[src/rtl/dfc_pkg.sv]
package dfc_pkg;
  localparam int ADDR_W  = 24;
  localparam int MONO_W  = 32;
  localparam int COLOR_W = 128;
  localparam int PIX_W   = 16;
  localparam int MIDX_W  = $clog2(MONO_W);
  localparam int CIDX_W  = $clog2(COLOR_W / 8);

  typedef logic [ADDR_W-1:0] addr_t;

  typedef enum logic [1:0] {
    SEL_CTRL       = 2'd0,
    SEL_MONO_BASE  = 2'd1,
    SEL_COLOR_BASE = 2'd2,
    SEL_SPARE      = 2'd3
  } reg_sel_e;

  typedef struct packed {
    logic wide;       // 16 bpp when set, else 8 bpp
    logic color_sel;  // color path drives the output when set
  } mode_t;

  function automatic addr_t align_down(addr_t a, int unsigned bytes);
    return a & ~addr_t'(bytes - 1);
  endfunction

  function automatic logic [PIX_W-1:0] color_pick(logic [COLOR_W-1:0] w,
                                                  logic [CIDX_W-1:0] idx,
                                                  logic wide);
    logic [PIX_W-1:0] r;
    if (wide) r = w[idx[CIDX_W-2:0]*16 +: 16];
    else      r = {8'h00, w[idx*8 +: 8]};
    return r;
  endfunction

  function automatic logic color_last(logic [CIDX_W-1:0] idx, logic wide);
    return wide ? (idx[CIDX_W-2:0] == '1) : (idx == '1);
  endfunction

  function automatic logic mono_pick(logic [MONO_W-1:0] w, logic [MIDX_W-1:0] idx);
    return w[idx];
  endfunction
endpackage

[src/rtl/dfc_fifo.sv]
module dfc_fifo #(
  parameter int W     = 32,
  parameter int DEPTH = 2,
  localparam int PW   = (DEPTH > 1) ? $clog2(DEPTH) : 1,
  localparam int CW   = $clog2(DEPTH + 1)
) (
  input  logic          clk,
  input  logic          rst_n,
  input  logic          flush,
  input  logic          push,
  input  logic [W-1:0]  din,
  input  logic          pop,
  output logic [W-1:0]  dout,
  output logic [CW-1:0] cnt
);
  logic [W-1:0]  mem [DEPTH];
  logic [PW-1:0] wr_q, rd_q;
  logic [CW-1:0] cnt_q;

  function automatic logic [PW-1:0] bump(logic [PW-1:0] p);
    return (p == PW'(DEPTH - 1)) ? '0 : p + 1'b1;
  endfunction

  always_ff @(posedge clk or negedge rst_n) begin
    if (!rst_n) begin
      wr_q  <= '0;
      rd_q  <= '0;
      cnt_q <= '0;
    end else if (flush) begin
      wr_q  <= '0;
      rd_q  <= '0;
      cnt_q <= '0;
    end else begin
      if (push) wr_q <= bump(wr_q);
      if (pop)  rd_q <= bump(rd_q);
      cnt_q <= cnt_q + CW'(push) - CW'(pop);
    end
  end

  always_ff @(posedge clk) begin
    if (push && !flush) mem[wr_q] <= din;
  end

  assign dout = mem[rd_q];
  assign cnt  = cnt_q;

  // a word is never written into a full buffer
  a_r7_fifo_no_overflow: assert property (@(posedge clk) disable iff (!rst_n)
    (push && !pop && !flush) |-> (cnt_q < CW'(DEPTH)));
  // a word is never taken from an empty buffer
  a_r7_fifo_no_underflow: assert property (@(posedge clk) disable iff (!rst_n)
    (pop && !flush) |-> (cnt_q != '0));
endmodule

[src/rtl/dfc_regs.sv]
module dfc_regs import dfc_pkg::*; #(
  parameter addr_t MONO_BASE_RST = 24'hE0_0000
) (
  input  logic       clk,
  input  logic       rst_n,
  input  logic       reg_we,
  input  logic [1:0] reg_addr,
  input  addr_t      reg_wdata,
  input  logic       frame_start,
  output addr_t      pend_mono_base,
  output addr_t      pend_color_base,
  output mode_t      act_mode
);
  mode_t pend_mode;

  always_ff @(posedge clk or negedge rst_n) begin
    if (!rst_n) begin
      pend_mode       <= '0;
      pend_mono_base  <= MONO_BASE_RST;
      pend_color_base <= '0;
    end else if (reg_we) begin
      case (reg_sel_e'(reg_addr))
        SEL_CTRL:       pend_mode <= '{wide: reg_wdata[1], color_sel: reg_wdata[0]};
        SEL_MONO_BASE:  pend_mono_base  <= reg_wdata;
        SEL_COLOR_BASE: pend_color_base <= reg_wdata;
        default: ;
      endcase
    end
  end

  // Bases take effect through the fetch counters, which load them at frame start.
  always_ff @(posedge clk or negedge rst_n) begin
    if (!rst_n)           act_mode <= '0;
    else if (frame_start) act_mode <= pend_mode;
  end

  a_r3_mode_hold: assert property (@(posedge clk) disable iff (!rst_n)
    !frame_start |=> $stable(act_mode));
  a_r3_mode_load: assert property (@(posedge clk) disable iff (!rst_n)
    frame_start |=> (act_mode == $past(pend_mode)));
endmodule

[src/rtl/dfc_mono_path.sv]
module dfc_mono_path import dfc_pkg::*; #(
  parameter int DEPTH = 2
) (
  input  logic              clk,
  input  logic              rst_n,
  input  logic              frame_start,
  input  logic              running,
  input  addr_t             base,
  input  logic              take,
  output logic              bram_rd,
  output addr_t             bram_addr,
  input  logic [MONO_W-1:0] bram_rdata,
  output logic              pix_bit
);
  localparam int CW   = $clog2(DEPTH + 1);
  localparam int SW   = CW + 1;
  localparam int STEP = MONO_W / 8;

  addr_t              addr_q;
  logic               inflight_q;
  logic [MIDX_W-1:0]  idx_q;
  logic [CW-1:0]      cnt;
  logic [MONO_W-1:0]  head;
  logic [SW-1:0]      occ;
  logic               push, pop, empty, word_done;

  assign empty     = (cnt == '0);
  assign occ       = {1'b0, cnt} + SW'(inflight_q);
  assign bram_rd   = running & ~frame_start & (occ < SW'(DEPTH));
  assign bram_addr = addr_q;
  assign push      = inflight_q & ~frame_start;
  assign word_done = take & (idx_q == MIDX_W'(MONO_W - 1));
  assign pop       = word_done & ~empty;
  assign pix_bit   = mono_pick(head, idx_q) & ~empty;

  dfc_fifo #(.W(MONO_W), .DEPTH(DEPTH)) u_buf (
    .clk(clk), .rst_n(rst_n), .flush(frame_start),
    .push(push), .din(bram_rdata), .pop(pop), .dout(head), .cnt(cnt)
  );

  always_ff @(posedge clk or negedge rst_n) begin
    if (!rst_n) begin
      addr_q     <= '0;
      inflight_q <= 1'b0;
      idx_q      <= '0;
    end else begin
      inflight_q <= bram_rd;
      if (frame_start) begin
        addr_q <= align_down(base, STEP);
        idx_q  <= '0;
      end else begin
        if (bram_rd) addr_q <= addr_q + ADDR_W'(STEP);
        if (take)    idx_q  <= idx_q + 1'b1;
      end
    end
  end

  // consecutive reads walk linearly through the buffer
  a_r4_addr_step: assert property (@(posedge clk) disable iff (!rst_n)
    bram_rd |=> (bram_addr == $past(bram_addr) + ADDR_W'(STEP)));
  // reads in flight plus buffered words stay within the buffer
  a_r4_no_overflow: assert property (@(posedge clk) disable iff (!rst_n)
    occ <= SW'(DEPTH));
endmodule

[src/rtl/dfc_color_path.sv]
module dfc_color_path import dfc_pkg::*; #(
  parameter int DEPTH = 2
) (
  input  logic               clk,
  input  logic               rst_n,
  input  logic               frame_start,
  input  logic               running,
  input  addr_t              base,
  input  logic               wide,
  input  logic               take,
  output logic               mem_req,
  input  logic               mem_ack,
  output addr_t              mem_addr,
  input  logic               mem_rvalid,
  input  logic [COLOR_W-1:0] mem_rdata,
  output logic [PIX_W-1:0]   pix
);
  localparam int CW   = $clog2(DEPTH + 1);
  localparam int OW   = $clog2(2 * DEPTH + 1);
  localparam int SW   = OW + 1;
  localparam int STEP = COLOR_W / 8;

  addr_t              addr_q;
  logic [CIDX_W-1:0]  idx_q;
  logic [OW-1:0]      owed_q, drop_q, owed_n, live;
  logic [CW-1:0]      cnt;
  logic [COLOR_W-1:0] head;
  logic [SW-1:0]      occ;
  logic               accept, discard, push, pop, empty, word_done;

  assign live      = owed_q - drop_q;
  assign occ       = {{(SW-CW){1'b0}}, cnt} + {1'b0, live};
  assign mem_req   = running & ~frame_start & (occ < SW'(DEPTH))
                   & (owed_q < OW'(2 * DEPTH));
  assign mem_addr  = addr_q;
  assign accept    = mem_req & mem_ack;
  assign discard   = mem_rvalid & (drop_q != '0);
  assign push      = mem_rvalid & ~discard & ~frame_start;
  assign owed_n    = owed_q + OW'(accept) - OW'(mem_rvalid);
  assign empty     = (cnt == '0);
  assign word_done = take & color_last(idx_q, wide);
  assign pop       = word_done & ~empty;
  assign pix       = empty ? '0 : color_pick(head, idx_q, wide);

  dfc_fifo #(.W(COLOR_W), .DEPTH(DEPTH)) u_buf (
    .clk(clk), .rst_n(rst_n), .flush(frame_start),
    .push(push), .din(mem_rdata), .pop(pop), .dout(head), .cnt(cnt)
  );

  always_ff @(posedge clk or negedge rst_n) begin
    if (!rst_n) begin
      addr_q <= '0;
      idx_q  <= '0;
      owed_q <= '0;
      drop_q <= '0;
    end else begin
      owed_q <= owed_n;
      if (frame_start) begin
        addr_q <= align_down(base, STEP);
        idx_q  <= '0;
        drop_q <= owed_n;
      end else begin
        if (accept)  addr_q <= addr_q + ADDR_W'(STEP);
        if (take)    idx_q  <= word_done ? '0 : idx_q + 1'b1;
        if (discard) drop_q <= drop_q - 1'b1;
      end
    end
  end

  // buffered words plus live requests never exceed the prefetch depth
  a_r7_occupancy: assert property (@(posedge clk) disable iff (!rst_n)
    occ <= SW'(DEPTH));
  // each accepted request moves the address one word on
  a_r7_addr_step: assert property (@(posedge clk) disable iff (!rst_n)
    accept |=> (mem_addr == $past(mem_addr) + ADDR_W'(STEP)));
  // stale responses to drop are always a subset of those still owed
  a_r9_drop_bounded: assert property (@(posedge clk) disable iff (!rst_n)
    drop_q <= owed_q);
endmodule

[src/rtl/disp_fetch_top.sv]
module disp_fetch_top import dfc_pkg::*; #(
  parameter int    MONO_DEPTH    = 2,
  parameter int    COLOR_DEPTH   = 2,
  parameter addr_t MONO_BASE_RST = 24'hE0_0000
) (
  input  logic               clk,
  input  logic               rst_n,
  input  logic               reg_we,
  input  logic [1:0]         reg_addr,
  input  logic [ADDR_W-1:0]  reg_wdata,
  input  logic               vsync_in,
  input  logic               pix_en,
  output logic               bram_rd,
  output logic [ADDR_W-1:0]  bram_addr,
  input  logic [MONO_W-1:0]  bram_rdata,
  output logic               mem_req,
  input  logic               mem_ack,
  output logic [ADDR_W-1:0]  mem_addr,
  input  logic               mem_rvalid,
  input  logic [COLOR_W-1:0] mem_rdata,
  output logic               pix_valid,
  output logic [PIX_W-1:0]   pix_data,
  output logic               vsync_evt
);
  logic             vsync_q, running_q, frame_start, take, mono_bit;
  mode_t            act_mode;
  addr_t            pend_mono_base, pend_color_base;
  logic [PIX_W-1:0] color_pix;

  assign frame_start = vsync_in & ~vsync_q;
  assign take        = pix_en & running_q & ~frame_start;

  dfc_regs #(.MONO_BASE_RST(MONO_BASE_RST)) u_regs (
    .clk(clk), .rst_n(rst_n), .reg_we(reg_we), .reg_addr(reg_addr),
    .reg_wdata(reg_wdata), .frame_start(frame_start),
    .pend_mono_base(pend_mono_base), .pend_color_base(pend_color_base),
    .act_mode(act_mode)
  );

  dfc_mono_path #(.DEPTH(MONO_DEPTH)) u_mono (
    .clk(clk), .rst_n(rst_n), .frame_start(frame_start), .running(running_q),
    .base(pend_mono_base), .take(take), .bram_rd(bram_rd),
    .bram_addr(bram_addr), .bram_rdata(bram_rdata), .pix_bit(mono_bit)
  );

  dfc_color_path #(.DEPTH(COLOR_DEPTH)) u_color (
    .clk(clk), .rst_n(rst_n), .frame_start(frame_start), .running(running_q),
    .base(pend_color_base), .wide(act_mode.wide), .take(take),
    .mem_req(mem_req), .mem_ack(mem_ack), .mem_addr(mem_addr),
    .mem_rvalid(mem_rvalid), .mem_rdata(mem_rdata), .pix(color_pix)
  );

  always_ff @(posedge clk or negedge rst_n) begin
    if (!rst_n) begin
      vsync_q   <= 1'b0;
      running_q <= 1'b0;
      vsync_evt <= 1'b0;
      pix_valid <= 1'b0;
      pix_data  <= '0;
    end else begin
      vsync_q   <= vsync_in;
      vsync_evt <= frame_start;
      pix_valid <= take;
      if (frame_start) running_q <= 1'b1;
      if (take) pix_data <= act_mode.color_sel ? color_pix : PIX_W'(mono_bit);
      else      pix_data <= '0;
    end
  end

  // no fetch traffic before the first frame
  a_r1_quiet_before_frame: assert property (@(posedge clk) disable iff (!rst_n)
    !running_q |-> (!mem_req && !bram_rd));
  // frame event lasts a single cycle
  a_r2_evt_single: assert property (@(posedge clk) disable iff (!rst_n)
    vsync_evt |=> !vsync_evt);
  // every output pixel answers a pixel request of the previous cycle
  a_r8_valid_follows_en: assert property (@(posedge clk) disable iff (!rst_n)
    pix_valid |-> $past(pix_en));
endmodule

[config.mk]
export PLATFORM = sky130hd
export DESIGN_NAME = disp_fetch_top
export DESIGN_NICKNAME = d
export VERILOG_FILES = /design/src/rtl/dfc_pkg.sv /design/src/rtl/dfc_fifo.sv /design/src/rtl/dfc_regs.sv /design/src/rtl/dfc_mono_path.sv /design/src/rtl/dfc_color_path.sv /design/src/rtl/disp_fetch_top.sv
export SDC_FILE = /design/constraint.sdc
export NUM_CORES = 1
export LEC_CHECK = 0
export ABC_AREA = 1
export BUFFER_PORTS_ARGS = -buffer_cell sky130_fd_sc_hd__buf_2
export CAP_MARGIN = 20
export CELL_PAD_IN_SITES_DETAIL_PLACEMENT = 1
export CELL_PAD_IN_SITES_GLOBAL_PLACEMENT = 1
export CORE_MARGIN = 5
export CORE_UTILIZATION = 30
export CTS_BUF_LIST = sky130_fd_sc_hd__clkbuf_16
export CTS_CLUSTER_DIAMETER = 40
export DETAILED_ROUTE_END_ITERATION = 10
export PLACE_DENSITY = 0.69
export SETUP_SLACK_MARGIN = 0.2
export SYNTH_ARGS = -nofsm -noshare
export SYNTH_HDL_FRONTEND = slang
export SYNTH_SLANG_ARGS = --single-unit
[constraint.sdc]
create_clock -name clk -period 7.3 [get_ports clk]
set_input_delay 0.365 -clock clk [delete_from_list [all_inputs] [get_ports clk]]
set_output_delay 0.365 -clock clk [all_outputs]
set_load 0.01 [all_outputs]
==> impl_metrics.ini, run 1 <==
[run_status]
status = finished clean

[clocking]
cts-root-buf = clkbuf_16
cts_tree = done
htree_levels = 3
cts-resized-gates = 0
postCtsSetupBuffers = 0
numClockSinks = 452
cts-buffers-inserted = 84
cts_buffer_depth = 3
insertion_delay_ns = 0.62
path_clk_slew_ns = 0.05
cts_hold_buf = 167

[critical_path]
path_cells = ha_1, inv_1, fa_1, fa_1, nor4_4, nand3_2, inv_2, ha_1, inv_1, fa_1, inv_1, o211ai_1, o21ai_0
cpPeakStageDelay_ns = 0.52
critPathTopFamily = adder cells
r2r_slack_ns = 3.66
crit_path_end_kind = flip-flop
cp_slowest_cell = fa_1
cp.depth = 13
crit_path_start = u_color.drop_q[0]
critPathKind = flip-flop to flip-flop
path_max_fanout = 19
worstPathRequired_ns = 7.78
regToRegEndpoint = u_color.drop_q[1]
timing.rr.start = u_color.drop_q[0]
crit_arrival_ns = 4.12
path_buf_inv = 4
ff2ff_path_depth = 13
crit_end = u_color.drop_q[1]
worstSetupStartpointType = flip-flop

[global_route]
antenna_found_initial = 2
grt_pass1_wl_um = 105100
grt_pass1_vias = 18210
grt_usage_pct = 18.20
grt.overflow.total = 0
grt_max_degree = 129

[finish]
fin_cells = 3432
multi_input_area_um2 = 6425
nets = 2700
antenna_cells = 0
area_delta_synth_final_pct = 32.55
layout_commonest_cell = nand2_1
drive_gt1_share_pct = 18.17
final_cell_mix = 635 x nand2_1, 320 x edfxtp_1, 271 x nand3_1, 253 x buf_2, 167 x dlygate4sd3_1
seqCellArea_um2 = 12920
fillers = 7579

[synthesis]
postSynthRegisterBits = 452
syn_area_um2 = 20380
yosysTopAreaCell = edfxtp_1
synthCells = 2063
ys_seq_area_share_pct = 63.37
ys_types = 43
synth_area_per_cell_um2 = 9.880
synthTopCellsByArea = edfxtp_1 47%, dfrtp_1 16%, nand2_1 12%
synth_top_area_share_pct = 47.14
yosysWarnings = 0

[pwr]
p_leak_nw = 11.56
ir_drop_v = 0.0002425
powerDensity_nw_per_um2 = 341.9

[floorplan]
io-pin-count = 261
die_w_um = 270.7
design.die.area_um2 = 73260
core_um2 = 67280
die_y_um = 270.7
start_util_pct = 30.30
num_rows = 95

[sta]
tightest_slew_ns = 1.162
fin_skew_ns = 0.04240
rsz0062_at_grt = no
setup-tns-final_ns = 0
setup_viol = 0
hold_violations = 0
max_slew_margin_pct = 22.54
fmax_mhz = 274.8
min_period_over_period_pct = 49.85
fin_crit_ns = 3.639
setup_slack_ns = 3.661
holdWs_ns = 0.04360
slew_violations = 0

[drt]
vias_per_cell = 4.822
wl_per_cell_um = 19.76
antenna_left = 0
drc = 0
drt_iter0_drc = 1017
vias = 16550
drt_wl_total_um = 67800
drtPass1Iterations = 4

[place]
port_buffers = 254
place_ws_ns = 3.712
detailed_place_hpwl_um = 43140
place_congestion = 0.7854
place_inst = 3108

[job]
drv_cap = 0

[worst_hold_path]
hold_path_class = primary input to flip-flop
-- tightest hold or removal path: cells and delay by family --
family	cells	cell delay [ns]
AOI/OAI and AO/OA	1	0.09
buffers and inverters	2	0.18
-- layer usage --
metal	share of wire, %	routed length [µm]	GRT usage [%]	vias to the layer above
met3	4.5	3064	3.376	124
met5	0	0	0	-
met2	51	34430	32.52	391
met1	42	28170	21.92	8253
met4	3.2	2139	6.618	0
li1	-	-	-	7782
-- sequential cells by signal, summed over array words and instances (netlist names), 3 cells and up --
name,flops
u_mono.idx_q,5
u_mono.u_buf.mem,64
u_color.mem_addr,20
u_color.idx_q,4
u_color.owed_q,3
u_regs.pend_mono_base,22
u_mono.bram_addr,22
u_regs.pend_color_base,20
u_color.drop_q,3
u_color.u_buf.mem,256
pix_data,16
-- cell type report --
class | count | share of cell area [%]
clock buffer | 89 | 8.243
clock inverter | 68 | 2.580
tap | 873 | 4.043
timing repair buffer | 442 | 11.55
inverter | 141 | 1.977
sequential | 452 | 47.83
multi-input combinational | 1367 | 23.78
-- worst min-delay path by stage --
stage | start | end | slack, ns | cells past startpoint
final | reg_wdata[22] | u_regs.pend_mono_base[22] | 0.04 | 3
after global routing | reg_wdata[0] | u_regs.pend_mode[0] | 0.03 | 2
after CTS | reg_wdata[18] | u_regs.pend_color_base[18] | 0.002 | 3
after detailed placement | rst_n | u_color.mem_addr[17] | 0.41 | 1
after global placement | rst_n | u_color.mem_addr[12] | 0.41 | 1
after floorplan | rst_n | pix_data[0] | 0.07 | 0
-- power by group --
group | switching [mW] | internal [mW]
registers | 0.303 | 3.16
logic | 1.13 | 0.638
clock network | 1.43 | 2.56
total | 2.87 | 6.37
-- cells in the mapped netlist (all sizes together) --
| master | n |
|---|---|
| a211oi | 8 |
| edfxtp | 320 |
| nand3 | 272 |
| dfrtp | 129 |
| nand2 | 638 |
| a32oi | 1 |
| nor3 | 13 |
| fa | 3 |
| o211ai | 18 |
| a21oi | 8 |
| conb | 1 |
| xnor2 | 18 |
| clkinv | 1 |
| xor2 | 22 |
| nor4 | 4 |
| o21ai | 138 |
| nor2 | 168 |
| mux2 | 4 |
| a22oi | 17 |
| dfstp | 3 |
| inv | 140 |
| a211o | 1 |
| and3 | 2 |
| nand4 | 5 |
| ha | 16 |
| o22ai | 4 |
| buf | 68 |
| clkbuf | 40 |
| or2 | 1 |
-- stage by stage --
step	total power [mW]	util [%]	instance area, µm²
CTS	9.345	40.16	27020
detailed placement	5.213	33.33	22420
finish	9.236	40.16	27020
floorplan	4.545	-	20400
global placement	5.133	33.33	22420
global route	9.714	40.16	27020
-- kinds of logic after synthesis --
family / Yosys count / synth area share, %
and+or+nand+nor: 1103 / 22.71
other: 1 / 0.01840
AOI/OAI and AO/OA: 195 / 5.377
DFF: 452 / 63.37
buffers and inverters: 249 / 5.316
xor gates and xnor gates: 40 / 1.719
adders and majority gates: 19 / 1.277
muxes: 4 / 0.2210
(Power assumes the default switching activity.)
==> run 2, diff against run 1 <==
==> constraint.sdc (replaced) <==
create_clock -name clk -period 3.3 [get_ports clk]
set_input_delay 0.165 -clock clk [delete_from_list [all_inputs] [get_ports clk]]
set_output_delay 0.165 -clock clk [all_outputs]
set_load 0.01 [all_outputs]
==> run 2 against run 1 <==
  * Sequential cell count unchanged
  * Critical path depth increased by 1
  * Global-route usage grew 0.22 points
  * Largest cell class unchanged
  * Largest power group unchanged
==> impl_metrics.ini, run 2 (same netlist as run 1, synthesis figures left out) <==
[run_status]
status = finished clean

[global_route]
grt_pass1_vias = 18260
antenna_found_initial = 4
grt_max_degree = 133
grt.overflow.total = 0
grt_pass1_wl_um = 106900
grt_usage_pct = 18.42

[critical_path]
cp.depth = 14
crit_arrival_ns = 3.67
critPathTopFamily = adder cells
path_buf_inv = 5
path_cells = inv_2, ha_4, inv_2, fa_1, fa_2, nor4_4, nand3_2, inv_4, ha_4, inv_2, fa_2, inv_1, o211ai_1, o21ai_1
critical-path-top-cell-by-count = inv_2
cpPeakStageDelay_ns = 0.52
worstPathRequired_ns = 3.79
crit_path_end_kind = flip-flop
critPathKind = flip-flop to flip-flop
worstSetupStartpointType = flip-flop
path_max_fanout = 2
ff2ff_path_depth = 14
cp_slowest_cell = fa_1

[sta]
max_slew_margin_pct = 46.63
fin_skew_ns = 0.04012
fmax_mhz = 314.4
rsz0062_at_grt = yes
holdWs_ns = 0.1464
hold_violations = 0
setup_viol = 0
setup-tns-final_ns = 0
min_period_over_period_pct = 96.39
slew_violations = 0
tightest_slew_ns = 0.8006
fin_crit_ns = 3.181

[place]
place_congestion = 0.8098
detailed_place_hpwl_um = 43750
dpl_cell_area_um2 = 22660
port_buffers = 254

[pwr]
power.total_mw = 20.65
p_leak_nw = 11.77
ir_drop_v = 0.0004254
pwr-share-seq_pct = 37.3
power_frac_clock_pct = 42.2
p_int_mw = 14.16
pwr-share-comb_pct = 20.5
sw_frac_of_total_pct = 31.43
p_sw_mw = 6.489
powerDensity_nw_per_um2 = 748.8

[clocking]
htree_levels = 3
numClockSinks = 452
cts_tree = done
path_clk_slew_ns = 0.06
insertion_delay_ns = 0.62
cts-root-buf = clkbuf_16
cts-buffers-inserted = 81
cts_buffer_depth = 3

[finish]
final_area_um2 = 27570
layout_commonest_cell = nand2_1
drive_gt1_share_pct = 19.18
nets = 2744
area_delta_synth_final_pct = 35.26
final_cell_mix = 633 x nand2_1, 320 x edfxtp_1, 270 x nand3_1, 252 x buf_2, 191 x dlygate4sd3_1
post-route-util_pct = 40.98
largest_reg_flops = 256
top_register = u_color.u_buf.mem
reg_top3 = u_color.u_buf.mem: 256 flops, u_mono.u_buf.mem: 64 flops

[floorplan]
io-pin-count = 261
die_y_um = 270.7
die_w_um = 270.7
core_um2 = 67280
design.die.area_um2 = 73260
start_util_pct = 30.30
num_rows = 95

[worst_hold_path]
hold_path_class = primary input to async pin

[job]
drv_cap = 0

[drt]
drc = 0
drt_wl_total_um = 69320
drt_iter0_drc = 1063
drtPass1Iterations = 5
vias = 16920
antenna_left = 0
vias_per_cell = 4.865
wl_per_cell_um = 19.93
## run 2: changes by cell type in the layout (fill, tap and decap cells not counted), moves of 3 or more
cell / before / now
ha_1: 16 / 13
inv_6: 11 / 7
inv_1: 136 / 126
inv_2: 9 / 14
bufinv_16: 9 / 12
buf_12: 1 / 10
clkinv_4: 7 / 12
clkbuf_16: 89 / 81
dlygate4sd3_1: 167 / 191
diode_2: 0 / 4
buf_4: 20 / 33
## run 2: worst register-to-register path, delay by kind of cell (launching register included)
family | cells | cell delay (ns)
compound gates | 2 | 0.25
fa+ha+maj | 5 | 1.75
flops | 1 | 0.37
simple gates | 2 | 0.41
buf+inv | 5 | 0.27
## run 2: timing repair
action | 4_1_cts | 5_1_grt
setup buffers | 6 | 2
hold buffers | 191 | 0
hold endpoints to repair | 439 | 0
pin swaps | 2 | 4
endpoints found under the setup margin | 3 | 5
cloned | 0 | 0
resized for setup | 9 | 7
## run 2: layout make-up
type	instances	area [µm²]
clock inverter	71	845.8
fill	7564	39710
antenna	4	10.01
clock buffer	81	2027
tap	873	1092
timing repair buffer	489	3655
sequential	452	12920
inverter	141	539.3
multi-input combinational	1367	6477
## run 2: path summary, 6_finish.rpt
path                                            startpoint                          to  slack (ns)
worst max register to register           u_color.owed_q[0]           u_color.drop_q[1]        0.12
min in group clk                               reg_addr[0]   u_regs.pend_mono_base[23]        0.18
worst max-delay path                     u_color.owed_q[0]           u_color.drop_q[1]        0.12
max in group asynchronous                            rst_n             u_mono.idx_q[1]        2.27
worst min register to register  u_regs.pend_color_base[15]  u_regs.pend_color_base[15]        0.48
worst min-delay path                                 rst_n  u_regs.pend_color_base[11]        0.15
## run 2: through the flow
step                      cells  setup WS [ns]
after detailed placement   3123        0.04080
after CTS                  3472        0.06717
after floorplan            2068        0.06906
final                      3478         0.1191
after global placement     3123         0.1673
after global routing       3478       -0.02539
## run 2: routing by layer
layer | GRT usage (%) | vias to the layer above | wire length, µm | share of wire (%)
met1 | 22.53 | 8491 | 28820 | 42
li1 | - | 7880 | - | -
met5 | 0 | - | 0 | 0
met3 | 3.110 | 120 | 2841 | 4.1
met2 | 33.00 | 431 | 35710 | 52
met4 | 6.214 | 0 | 1941 | 2.8
## run 2: power by group through the flow
stage / Sequential, mW / Combinational (mW) / Clock (mW)
detailed placement: 7.78 / 3.87 / 0
finish: 7.70 / 4.23 / 8.71
global placement: 7.73 / 3.73 / 0
floorplan: 7.66 / 2.36 / 0
CTS: 7.70 / 4.21 / 8.85
global route: 7.79 / 4.70 / 9.18
